File: src/rtl/ttp_pkg.sv
package ttp_pkg;
    // Instruction byte field positions decoded by this block.
    localparam int unsigned IB_SEL2 = 7;
    localparam int unsigned IB_SD   = 6;
    localparam int unsigned IB_PROG = 5;
    localparam int unsigned IB_RSVD = 4;
    localparam int unsigned IB_OW   = 3;
    localparam int unsigned NUM_ARRAYS = 2;

    typedef struct packed {
        logic sel2;
        logic sd;
        logic prog;
        logic ow;
    } ttp_ctl_t;
endpackage

File: src/rtl/ttp_instr_dec.sv
module ttp_instr_dec
    import ttp_pkg::*;
(
    input  logic       clk,
    input  logic       rst_n,
    input  logic       instr_load,
    input  logic [7:0] instr_byte,
    output ttp_ctl_t   ctl,
    output logic       ow_release
);
    ttp_ctl_t ctl_d, ctl_q;
    logic     accept;

    always_comb begin
        ctl_d      = ctl_q;
        ow_release = 1'b0;
        accept     = instr_load && !instr_byte[IB_RSVD];
        if (!rst_n) begin
            ctl_d = '0;
        end else if (accept) begin
            ctl_d.sel2 = instr_byte[IB_SEL2];
            ctl_d.sd   = instr_byte[IB_SD];
            ctl_d.prog = instr_byte[IB_PROG];
            ctl_d.ow   = instr_byte[IB_OW];
            ow_release = ctl_q.ow && !instr_byte[IB_OW];
        end
    end

    always_ff @(posedge clk) begin
        ctl_q <= ctl_d;
    end

    assign ctl = ctl_q;
endmodule

File: src/rtl/ttp_fuse_bank.sv
module ttp_fuse_bank
    import ttp_pkg::*;
#(
    parameter int unsigned W = 8
) (
    input  logic                  clk,
    input  logic                  fuse_clr,
    input  logic                  prog_req,
    input  logic                  sel2,
    input  logic [W-1:0]          wr_data,
    output logic [NUM_ARRAYS-1:0] used,
    output logic [W-1:0]          fused_val,
    output logic                  prog_ok
);
    typedef struct packed {
        logic [NUM_ARRAYS-1:0] used;
        logic [W-1:0]          val;
    } fuse_st_t;

    fuse_st_t st_d, st_q;

    always_comb begin
        st_d = st_q;
        // The second array may be burned once. The first only while nothing is burned.
        prog_ok = !fuse_clr && prog_req &&
                  (sel2 ? !st_q.used[1] : (st_q.used == '0));
        if (fuse_clr) begin
            st_d = '0;
        end else if (prog_ok) begin
            st_d.used[sel2] = 1'b1;
            st_d.val        = wr_data;
        end
    end

    always_ff @(posedge clk) begin
        st_q <= st_d;
    end

    assign used      = st_q.used;
    assign fused_val = st_q.val;
endmodule

File: src/rtl/ttp_setting_ctrl.sv
module ttp_setting_ctrl
    import ttp_pkg::*;
#(
    parameter int unsigned W = 8
) (
    input  logic                  clk,
    input  logic                  rst_n,
    input  logic                  fuse_clr,
    input  logic                  instr_load,
    input  logic [7:0]            instr_byte,
    input  logic                  data_wr,
    input  logic [W-1:0]          data_byte,
    output logic [W-1:0]          wiper_code,
    output logic                  shutdown,
    output logic [NUM_ARRAYS-1:0] status
);
    localparam logic [W-1:0] MID_CODE = {1'b1, {(W-1){1'b0}}};

    ttp_ctl_t              ctl;
    logic                  ow_release;
    logic [NUM_ARRAYS-1:0] used;
    logic [W-1:0]          fused_val;
    logic                  prog_ok;
    logic                  prog_req;
    logic                  locked;
    logic [W-1:0]          vol_d, vol_q;

    ttp_instr_dec u_dec (
        .clk        (clk),
        .rst_n      (rst_n),
        .instr_load (instr_load),
        .instr_byte (instr_byte),
        .ctl        (ctl),
        .ow_release (ow_release)
    );

    assign prog_req = rst_n && data_wr && ctl.prog;

    ttp_fuse_bank #(.W(W)) u_fuse (
        .clk       (clk),
        .fuse_clr  (fuse_clr),
        .prog_req  (prog_req),
        .sel2      (ctl.sel2),
        .wr_data   (data_byte),
        .used      (used),
        .fused_val (fused_val),
        .prog_ok   (prog_ok)
    );

    always_comb begin
        locked = |used;
        vol_d  = vol_q;
        if (!rst_n) begin
            vol_d = locked ? fused_val : MID_CODE;
        end else if (prog_ok) begin
            vol_d = data_byte;
        end else if (data_wr && !ctl.prog && (!locked || ctl.ow)) begin
            vol_d = data_byte;
        end else if (ow_release && locked) begin
            vol_d = fused_val;
        end
    end

    always_ff @(posedge clk) begin
        vol_q <= vol_d;
    end

    assign shutdown   = ctl.sd;
    assign wiper_code = ctl.sd ? '0 : vol_q;
    assign status     = used;
endmodule

File: config.mk
export PLATFORM = sky130hd
export DESIGN_NAME = ttp_setting_ctrl
export DESIGN_NICKNAME = d
export VERILOG_FILES = /design/src/rtl/ttp_pkg.sv /design/src/rtl/ttp_instr_dec.sv /design/src/rtl/ttp_fuse_bank.sv /design/src/rtl/ttp_setting_ctrl.sv
export SDC_FILE = /design/constraint.sdc
export NUM_CORES = 1
export LEC_CHECK = 0
export BUFFER_PORTS_ARGS = -buffer_cell sky130_fd_sc_hd__buf_2
export CELL_PAD_IN_SITES_DETAIL_PLACEMENT = 0
export CELL_PAD_IN_SITES_GLOBAL_PLACEMENT = 1
export CORE_MARGIN = 4
export CORE_UTILIZATION = 40
export DETAILED_ROUTE_END_ITERATION = 6
export PLACE_DENSITY_LB_ADDON = 0.2
export SYNTH_ARGS = -nofsm -noshare
export SYNTH_HDL_FRONTEND = slang
export SYNTH_HIERARCHICAL = 1
export SYNTH_SLANG_ARGS = --single-unit
File: constraint.sdc
create_clock -name clk -period 6.05 [get_ports clk]
set_input_delay 0.9075 -clock clk [delete_from_list [all_inputs] [get_ports clk]]
set_output_delay 0.9075 -clock clk [all_outputs]
set_load 0.005 [all_outputs]
# --- Word-level counts from Yosys, hierarchy flattened ---
# Index checks and enable logic that the tools add are counted.
totals:
  reg_bits: 22
  output_inout_bits: 11
  elab_cells: 41
classes:
  n_lt_le_gt_ge: 2
  n_eq_ne: 1
  mux: 11
  bitwise_logic: 1
  reduce_logical: 19
ops:
  columns: ["op", "n"]
  rows:
  - ["two-way mux 8 bit", 6]
  - ["logical AND 1 bit", 10]
  - ["logical NOT 1 bit", 6]
  - ["two-way mux 1 bit", 4]
  - ["inequality test 4 x 1 -> 1 bit, second input constant", 1]
  - ["logical NOT 2 bit", 1]
  - ["< comparator 1 x 2 -> 1 bit, second input constant", 1]
  - ["bitwise OR 2 bit", 1]
  - ["OR reduction 2 bit", 1]
  - ["demux 1 bit (select 1 bit)", 1]
  - [">= comparator 1 bit, second input constant", 1]
  - ["logical OR 1 bit", 1]

# --- Logic depth before layout (Yosys ltp) ---
# Gate-level depths: netlist of run 1.
logic_depth:
  word_depth: 9
  depth_mapped: 8

# --- Modules after synthesis ---
# The synthesis of run 1 kept the hierarchy.
modules_own_cells:
  columns: ["mod", "instances", "cells_each", "area_per_inst_um2"]
  rows:
  - ["ttp_setting_ctrl", 1, 63, 583.1]
  - ["ttp_fuse_bank", 1, 45, 450.4]
  - ["ttp_instr_dec", 1, 20, 195.2]

# --- Worst setup path after synthesis of run 1 ---
# OpenSTA, ideal clock, no wires.
synth_path:
  kind: "input -> register"
  startpoint: "in rst_n"
  endpoint: "reg vol_q[0], enable pin"
  setup_ns: 0.329
  t_arrival_ns: 2.461
  path_slack_ns: 3.260
  stages: 8
  path_buffers: 2
  path_cell_list: "buf_2 and3_1 nor3b_2 buf_6 and2b_1 or2_1 o22ai_2 nand3_1"
synth_between:
  elab_chain_len: 5
synth_lines:
  columns: ["item", "line", "source"]
  rows:
  - ["start, declared", "ttp_setting_ctrl.sv:7", "input logic rst_n,"]
  - ["logical AND 1 bit (2 in a row)", "ttp_setting_ctrl.sv:37", "assign prog_req = rst_n && data_wr && ctl.prog;"]
  - ["via prog_req", "ttp_setting_ctrl.sv:24", "logic prog_req;"]
  - ["logical AND 1 bit (2 in a row)", "ttp_fuse_bank.sv:25", "prog_ok = !fuse_clr && prog_req &&"]
  - ["via prog_ok", "ttp_setting_ctrl.sv:23", "logic prog_ok;"]
  - ["inequality test 4 x 1 -> 1 bit (no line)", null, null]
  - ["end signal, assigned", "ttp_setting_ctrl.sv:65", "vol_q <= vol_d;"]
  - ["end, declared", "ttp_setting_ctrl.sv:26", "logic [W-1:0] vol_d, vol_q;"]
# The timed path passes the listed nets, and every way through them passes these cells.
# A chain may end at the register's enable or synchronous reset.

# --- Worst setup path after layout of run 1 ---
layout_path:
  startpoint: "in rst_n"
  endpoint: "reg vol_q[1], enable pin"
# Same word-level chain as after synthesis.

==> flow_results.org, run 1 <==
** Clock tree
- The cell sitting at the root of the clock tree is a sky130_fd_sc_hd__clkbuf_4.
- Clock-pin slew was measured on the worst setup and hold paths at 130 ps.
- CTS built an H-tree with a depth of 1.
- No sink is reached through more buffers than the 2 on the longest clock path.
- Hold repair after CTS inserted 0 buffers.
- Gates resized during post-CTS repair numbered 0.
- For this design, the sink count on the clock tree is 22.
- Worst-skew pair later-pin latency :: 320 ps
- TritonCTS created 3 clock buffers.
- TritonCTS built the clock tree.
- Buffers added to address setup during post-CTS repair amount to 0.

** Synth
- Counting every instance in the synthesized netlist gives 128.
- After synthesis, the netlist uses 31 different library cells.
- Yosys synthesis warning count :: 6
- Avg Inst Size Synth :: 9.60 µm²
- Flip-flop and latch count after synthesis :: 22
- Portion of the post-synthesis area used by sequential elements :: 0.424
- The number of nets in the synthesized netlist is 149.
- Summing every instance area after synthesis gives 0.00123 mm².

** Place
- Half-perimeter wire length after detailed placement :: 1860 µm
- Routability-driven placement finished with a final weighted congestion of 0.775.
- Placed Cells incl. Taps :: 178
- PortBufs :: 28

** GRT
- Global-route wire length before repair :: 4350 µm
- Entering global routing, the biggest net connects 28 pins.
- The initial antenna violation count was 0.
- Summed over all layers, the global routing overflow is 0.
- Via count of the first global-routing pass :: 898
- In the global route stage, overall resource usage came out at 0.136.

** STA
- The number of pins exceeding their max-slew limit in the final report came to 0.
- On the final layout, the worst clock skew is 5.80 ps.
- RSZ-0062 raised after global routing :: no
- Final period demand of the worst path :: 3320 ps
- Of the available clock period, the critical path in the final layout requires 0.549.
- Measured against its own limit, the worst slew margin works out to 0.371.
- Maximum frequency from static timing analysis :: 301 MHz
- Total negative slack :: 0 ps
- Setup violations remaining at the end of the flow were counted as 0.
- The count of endpoints failing hold in the final timing report was 0.
- Hold is met by 499 ps.
- At the pin with the least slew margin, the transition time is 939 ps.

** Finish
- At the end of the flow, the number of nets in the layout was 173.
- Area growth from synthesis to layout :: 14.1%
- Diodes inserted :: 0
- Layout cells sized above 1 :: 0.252
- The filler cells instantiated in the layout total 274.
- Cell Count, Final, Fillers Out :: 182

** Floorplanning
- The floorplan step set the die height to 63.4 µm.
- During I/O placement, the number of pins put on the boundary was 32.
- The die is 63.4 µm wide.
- Initial Utilization :: 0.431
- DIE AREA :: 0.00402 mm²
- The core region is 0.00285 mm².
- Count of standard-cell rows :: 19

** Routing
- The routed design uses 159 µm of met3 wire.
- The detail route stage leaves a number of antenna-violating nets equal to 0.
- The routed design uses 1170 µm of met2 wire.
- Total number of vias :: 982
- Top routing layer used :: met4
- For this run, design rule violations remaining after detail routing come to 0.
- In this run, the number of DRC markers left after iteration 0 of detailed routing was 25.
- The routed design has 2600 µm of wire.
- Drt pass-1 iters :: 4
- Met1 Wirelength :: 1220 µm
- Routed len/inst :: 14.3 µm
- After detailed routing, the number of vias per cell comes to 5.40.

** Worst setup path
- Of all nets on the critical path, the largest fanout is 27.
- CP cell instances :: buf_2 -> and3_1 -> nor3b_2 -> and2b_1 -> or2_1 -> o22ai_2 -> nand3_1
- Length in cells of the worst reg-to-reg path :: 6
- Reg2reg end :: vol_q[1]
- Critical R2R Launch :: u_dec/ctl[1]
- Largest stage delay on the critical path :: 770 ps
- Launching element type of the critical path :: input port
- FF-to-FF setup slack :: 3350 ps
- Arrival @ worst endpoint :: 3320 ps
- Data on the critical path is required at its endpoint by 6050 ps.
- The worst setup path is captured at a flip-flop.
- Worst setup path category :: in2reg
- Cell with the largest stage delay on the worst path :: sky130_fd_sc_hd__nor3b_2

** Power and ir drop
- Pleak :: 0.000552 µW
- The worst-case IR drop observed on VDD is 0.000116 V.
- Areal power density over the cells :: 227 mW/mm²
- Sum of internal, switching and leakage power :: 318 µW

** Job
- Reported max-cap violation count :: 0

** Worst hold path
- End point of the most critical hold path :: u_dec/ctl[1]
- Hold Crit Class :: reg2reg
- In this run the most critical hold path is launched from u_dec/ctl[1].
- Instance count along the most critical hold path :: 2

** Run status
- The run finished with clean final reports.
==> final cells by class <==
type / instances / area (µm²) / area share
clock buffer: 3 / 22.5 / 0.0161
clock inverter: 1 / 30.0 / 0.0214
inverter: 1 / 3.75 / 0.00268
multi-input combinational: 96 / 646 / 0.461
sequential: 22 / 520 / 0.371
tap: 31 / 38.8 / 0.0277
timing repair buffer: 28 / 140 / 0.100
==> worst max-delay path: cells and delay by family <==
kind                   cells  cell delay [ps]
AO/OA/AOI/OAI              1              160
buffers and inverters      1              370
AND/OR/NAND/NOR            5             1880
==> cell usage after synthesis <==
| cell | count | area share |
|---|---|---|
| sky130_fd_sc_hd__nand2_1 | 21 | 0.064 |
| sky130_fd_sc_hd__nand2b_1 | 17 | 0.087 |
| sky130_fd_sc_hd__dfxtp_1 | 14 | 0.23 |
| sky130_fd_sc_hd__mux2i_1 | 12 | 0.098 |
| sky130_fd_sc_hd__nor2b_1 | 9 | 0.046 |
| sky130_fd_sc_hd__edfxtp_1 | 8 | 0.20 |
| sky130_fd_sc_hd__o211ai_1 | 8 | 0.049 |
| sky130_fd_sc_hd__o2111ai_1 | 7 | 0.050 |
| sky130_fd_sc_hd__buf_2 | 4 | 0.016 |
| sky130_fd_sc_hd__nor2_1 | 4 | 0.012 |
| sky130_fd_sc_hd__and2b_1 | 2 | 0.012 |
| sky130_fd_sc_hd__buf_6 | 2 | 0.018 |
| sky130_fd_sc_hd__nor3b_2 | 2 | 0.020 |
| sky130_fd_sc_hd__a21oi_1 | 1 | 0.0041 |
| sky130_fd_sc_hd__a31oi_1 | 1 | 0.0051 |
| sky130_fd_sc_hd__and3_1 | 1 | 0.0051 |
| sky130_fd_sc_hd__buf_4 | 1 | 0.0061 |
| sky130_fd_sc_hd__clkbuf_1 | 1 | 0.0031 |
| sky130_fd_sc_hd__clkbuf_2 | 1 | 0.0041 |
| sky130_fd_sc_hd__inv_1 | 1 | 0.0031 |
| sky130_fd_sc_hd__nand2_2 | 1 | 0.0051 |
| sky130_fd_sc_hd__nand3_1 | 1 | 0.0041 |
| sky130_fd_sc_hd__nor2b_4 | 1 | 0.011 |
| sky130_fd_sc_hd__nor3_1 | 1 | 0.0041 |
| sky130_fd_sc_hd__nor3b_1 | 1 | 0.0061 |
| sky130_fd_sc_hd__o21ai_0 | 1 | 0.0041 |
| sky130_fd_sc_hd__o21ba_1 | 1 | 0.0081 |
| sky130_fd_sc_hd__o21ba_2 | 1 | 0.0081 |
| sky130_fd_sc_hd__o221ai_1 | 1 | 0.0071 |
| sky130_fd_sc_hd__o22ai_2 | 1 | 0.010 |
| sky130_fd_sc_hd__or2_1 | 1 | 0.0051 |
==> per-layer routing <==
| layer | up-vias | global-route usage |
|---|---|---|
| li1 | 493 | - |
| met2 | 32 | 0.206 |
| met3 | 6 | 0.0480 |
| met1 | 451 | 0.180 |
| met4 | 0 | 0.0458 |
| met5 | - | 0 |
==> report_power, final <==
part | total (µW) | switching, µW | leakage, µW | internal, µW
Combinational | 39.1 | 20.5 | 0.000324 | 18.6
Sequential | 164 | 3.50 | 0.000200 | 161
Clock | 114 | 47.3 | 0.0000279 | 67.0
Total | 318 | 71.3 | 0.000552 | 246
==> logic make-up after synthesis <==
group                  after synthesis  share of synthesized area
AOI/OAI and AO/OA                   22                      0.146
buffers and inverters               10                     0.0509
DFF                                 22                      0.424
muxes                               12                     0.0978
and+or+nand+nor                     62                      0.282
==> registers in the layout (all words and copies together), names as in the netlist <==
name and flops:
u_dec/ctl 4, u_fuse/fused_val 8, u_fuse/used 2, vol_q 8
==> cell usage in the layout (no fill, tap or decap), drive strengths merged <==
cell type / count
clkbuf: 3
edfxtp: 8
and2b: 2
dfxtp: 14
o21ba: 2
a21oi: 1
nor3: 1
o22ai: 1
o211ai: 8
and3: 1
nand2b: 17
nor2b: 10
nand3: 1
bufinv: 1
mux2i: 12
o221ai: 1
o21ai: 1
a31oi: 1
or2: 1
nor3b: 3
nor2: 4
o2111ai: 7
inv: 1
nand2: 22
buf: 28
==> how the worst max path moves through the flow <==
stage           from        to  slack, ps  cells after the start
5_1_grt        rst_n  vol_q[0]       2570                      7
3_3_place_gp   rst_n  vol_q[1]       2520                      7
4_1_cts        rst_n  vol_q[1]       2740                      7
6_report       rst_n  vol_q[1]       2730                      7
2_1_floorplan  rst_n  vol_q[0]       3260                      8
3_5_place_dp   rst_n  vol_q[4]       2420                      7
==> through the flow <==
stage / area, µm² / setup WS (ps) / utilization
after floorplan: 1230 / 3260 / -
after global placement: 1350 / 2520 / 0.473
after detailed placement: 1350 / 2420 / 0.473
after CTS: 1400 / 2740 / 0.491
after global routing: 1400 / 2570 / 0.491
final: 1400 / 2730 / 0.491
Power figures use the tool's default switching activity.
==> run 2, diff against run 1 <==
--- a/config.mk
+++ b/config.mk
@@ -9,7 +9,7 @@
 export CELL_PAD_IN_SITES_DETAIL_PLACEMENT = 0
 export CELL_PAD_IN_SITES_GLOBAL_PLACEMENT = 1
 export CORE_MARGIN = 4
-export CORE_UTILIZATION = 40
+export CORE_UTILIZATION = 39
 export DETAILED_ROUTE_END_ITERATION = 6
 export PLACE_DENSITY_LB_ADDON = 0.2
 export SYNTH_ARGS = -nofsm -noshare
==> constraint.sdc (replaced) <==
create_clock -name clk -period 3.26 [get_ports clk]
set_input_delay 0.489 -clock clk [delete_from_list [all_inputs] [get_ports clk]]
set_output_delay 0.489 -clock clk [all_outputs]
set_load 0.005 [all_outputs]
==> flow_results.org, run 2 (synthesized netlist as in run 1, its figures left out) <==
** Run status
- Run status :: complete, no violations

** Routing
- Routed len/inst :: 12.1 µm (-16%)
- The average via count per standard cell was 4.95 (-8.3%).
- The wire length reported by the detailed router is 2360 µm (-9.1%).
- The first-iteration detailed-routing DRC count is 35 (+40%).
- Antenna Violating Nets Remaining :: 0 (unchanged)
- Drt pass-1 iters :: 4 (unchanged)
- Drc violations :: 0 (unchanged)
- The via count of the routed design was 970 (-1.2%).

** Power and ir drop
- The leakage component of the power came to 0.000550 µW (-0.27%).
- The combinational cell fraction of total power came to 0.136 (+0.013).
- The internal power summed over all cells came to 401 µW (+63%).
- Switching share of power :: 0.236 (+0.0118)
- Worst vdd ir :: 0.000144 V (+24%)
- Sequential Power Share :: 0.580 (+0.063)
- Psw :: 124 µW (+74%)
- Portion of total power attributed to the clock network :: 0.284 (-0.076)
- Areal power density over the cells :: 373 mW/mm² (+64%)

** Finish
- Final layout net count :: 174 (+0.58%)
- The library cell used most frequently in the layout, excluding fill and tap cells, is sky130_fd_sc_hd__buf_2.
- Diodes inserted :: 0 (unchanged)
- Area growth from synthesis to layout :: 14.7%
- Commonest cells after routing, fill and taps aside :: sky130_fd_sc_hd__buf_2, sky130_fd_sc_hd__nand2_1, sky130_fd_sc_hd__nand2b_1
- Utilization of the core after routing :: 0.465 (-0.0259)
- The share of post-route cells with drive strength above 1 came to 0.257 (+0.00492).
- The number of inserted filler cells in the final layout was 300 (+9.5%).

** Clock tree
- Number of buffers on the longest clock path :: 2 (unchanged)
- The clock transition at the registers of the reported paths is 120 ps (about the same).
- The clock insertion delay at the later pin of the skew report is 310 ps (about the same).
- Clock tree from TritonCTS :: done
- The number of hold buffers added after CTS is 0 (unchanged).
- Post CTS Setup Buffer Count :: 0 (unchanged)
- The root buffer cell chosen for the clock tree is sky130_fd_sc_hd__clkbuf_4.
- CTS Buf Count :: 3 (unchanged)
- The number of clock sinks was 22 (unchanged).
- Number of cells upsized or downsized after cts :: 0 (unchanged)
- The number of H-tree levels is 1 (unchanged).

** GRT
- GRT Total Usage :: 0.125 (-0.0113)
- Via count of the first global-routing pass :: 924 (+2.9%)
- The initial antenna violation count came to 0 (unchanged).
- The first-pass GRT wire length is 4090 µm (-6.0%).
- The pin count of the biggest net entering global routing came to 28 (unchanged).
- The aggregate global routing overflow is 0 (unchanged).

** Worst setup path
- Critical path data required time :: 3230 ps (-2820 ps)
- FF-to-FF setup slack :: 1120 ps (-2230 ps)
- In this run the critical register-to-register path is launched from u_dec/ctl[1].
- STA classifies the critical path startpoint as an input port.
- Reg2reg end :: vol_q[3]
- The critical path in this run is classified as in2reg.
- CP Max Fanout :: 27 (unchanged)
- CP Capture Type :: flip-flop
- Length in cells of the worst reg-to-reg path :: 6 (unchanged)
- The endpoint arrival time on the critical path came to 2270 ps (-1050 ps).

** STA
- The total of endpoints with negative setup slack in the final report was 0 (unchanged).
- After layout, the minimum clock period comes to 2300 ps.
- Total negative slack :: 0 ps (unchanged)
- Worst-Margin Slew :: 435 ps (-504 ps)
- Maximum frequency from static timing analysis :: 436 MHz
- Worst-case clock skew :: 2.66 ps (-3.14 ps)
- The count of endpoints failing hold in the final timing report was 0 (unchanged).
- Normalized max-slew margin :: 0.710 (+0.339)
- Max-slew violations :: 0 (unchanged)
- RSZ-0062 raised after global routing :: no
- In the finished design, the share of the clock period the worst path needs comes to 0.704.

** Worst hold path
- Launch instance of the worst min-delay path :: instr_byte[6]
- End point of the most critical hold path :: u_dec/ctl[2]
- The worst hold path belongs to the class in2reg.
- The cell count of the worst hold path came to 3 (+1).

** Floorplanning
- Height of the chip :: 64.1 µm (+1.1%)
- DIE AREA :: 0.00411 mm² (+2.3%)
- Placeable Area :: 0.00303 mm² (+6.1%)
- Initial Utilization :: 0.406 (-0.0249)
- The I/O pin total was 32 (unchanged).
- Width of the die :: 64.1 µm (+1.1%)
- Count of standard-cell rows :: 20 (+1)

** Place
- PortBufs :: 28 (unchanged)
- Weighted congestion at the end of routability-driven global placement :: 0.773 (-0.28%)
- Half-perimeter wire length after detailed placement :: 1800 µm (-3.6%)

** Job
- Reported max-cap violation count :: 0 (unchanged)
run 2: changes by cell type in the layout (fill, tap and decap cells not counted), sizes merged:
cell,before,now
buf,28,29
bufinv,1,0
clkbuf,3,4
run 2: metal layers:
layer	vias to the layer above	wire length (µm)	GRT usage
met5	-	0	0
met4	0	31	0.0475
met3	4	156	0.0316
met2	22	1030	0.188
met1	443	1150	0.172
li1	501	-	-
run 2: cell type report:
class	instances	area, µm²	share of cell area
Multi-Input combinational cell	96	646	0.458
Inverter	1	3.75	0.00266
Sequential cell	22	520	0.369
Clock buffer	4	36.3	0.0258
Timing Repair Buffer	29	148	0.105
Tap cell	44	55.1	0.0391
run 2: how the worst max path moves through the flow:
| stage | slack [ps] | from | endpoint | depth (start not counted) |
|---|---|---|---|---|
| final | 960 | rst_n | vol_q[3] | 7 |
| after floorplan | 890 | rst_n | vol_q[0] | 8 |
| after global placement | 670 | rst_n | vol_q[4] | 7 |
| after detailed placement | 620 | rst_n | vol_q[4] | 7 |
| after CTS | 950 | rst_n | vol_q[7] | 7 |
| after global routing | 820 | rst_n | vol_q[7] | 7 |
run 2: metrics by stage:
step                hold WS (ps)  area [µm²]  instances  worst slack [ps]  total power [µW]
finish                       412        1410        196               964               525
global route                 430        1410        196               817               551
CTS                          410        1410        196               951               533
detailed placement           483        1370        192               617               384
global placement             474        1370        192               674               380
floorplan                    447        1230        128               888               357
run 2: worst max-delay path, cell delays in order:
cell	delay (ps)
sky130_fd_sc_hd__buf_2	240
sky130_fd_sc_hd__and3_1	270
sky130_fd_sc_hd__nor3b_2	160
sky130_fd_sc_hd__and2b_1	210
sky130_fd_sc_hd__or2_1	240
sky130_fd_sc_hd__o22ai_2	300
sky130_fd_sc_hd__nand3_1	360
run 2: power by group through the flow:
stage	registers [µW]	logic, µW	clock network [µW]
floorplan	309	47.8	0
global placement	310	70.2	0
detailed placement	311	72.4	0
CTS	305	72.7	155
global route	307	79.8	164
finish	304	71.7	149
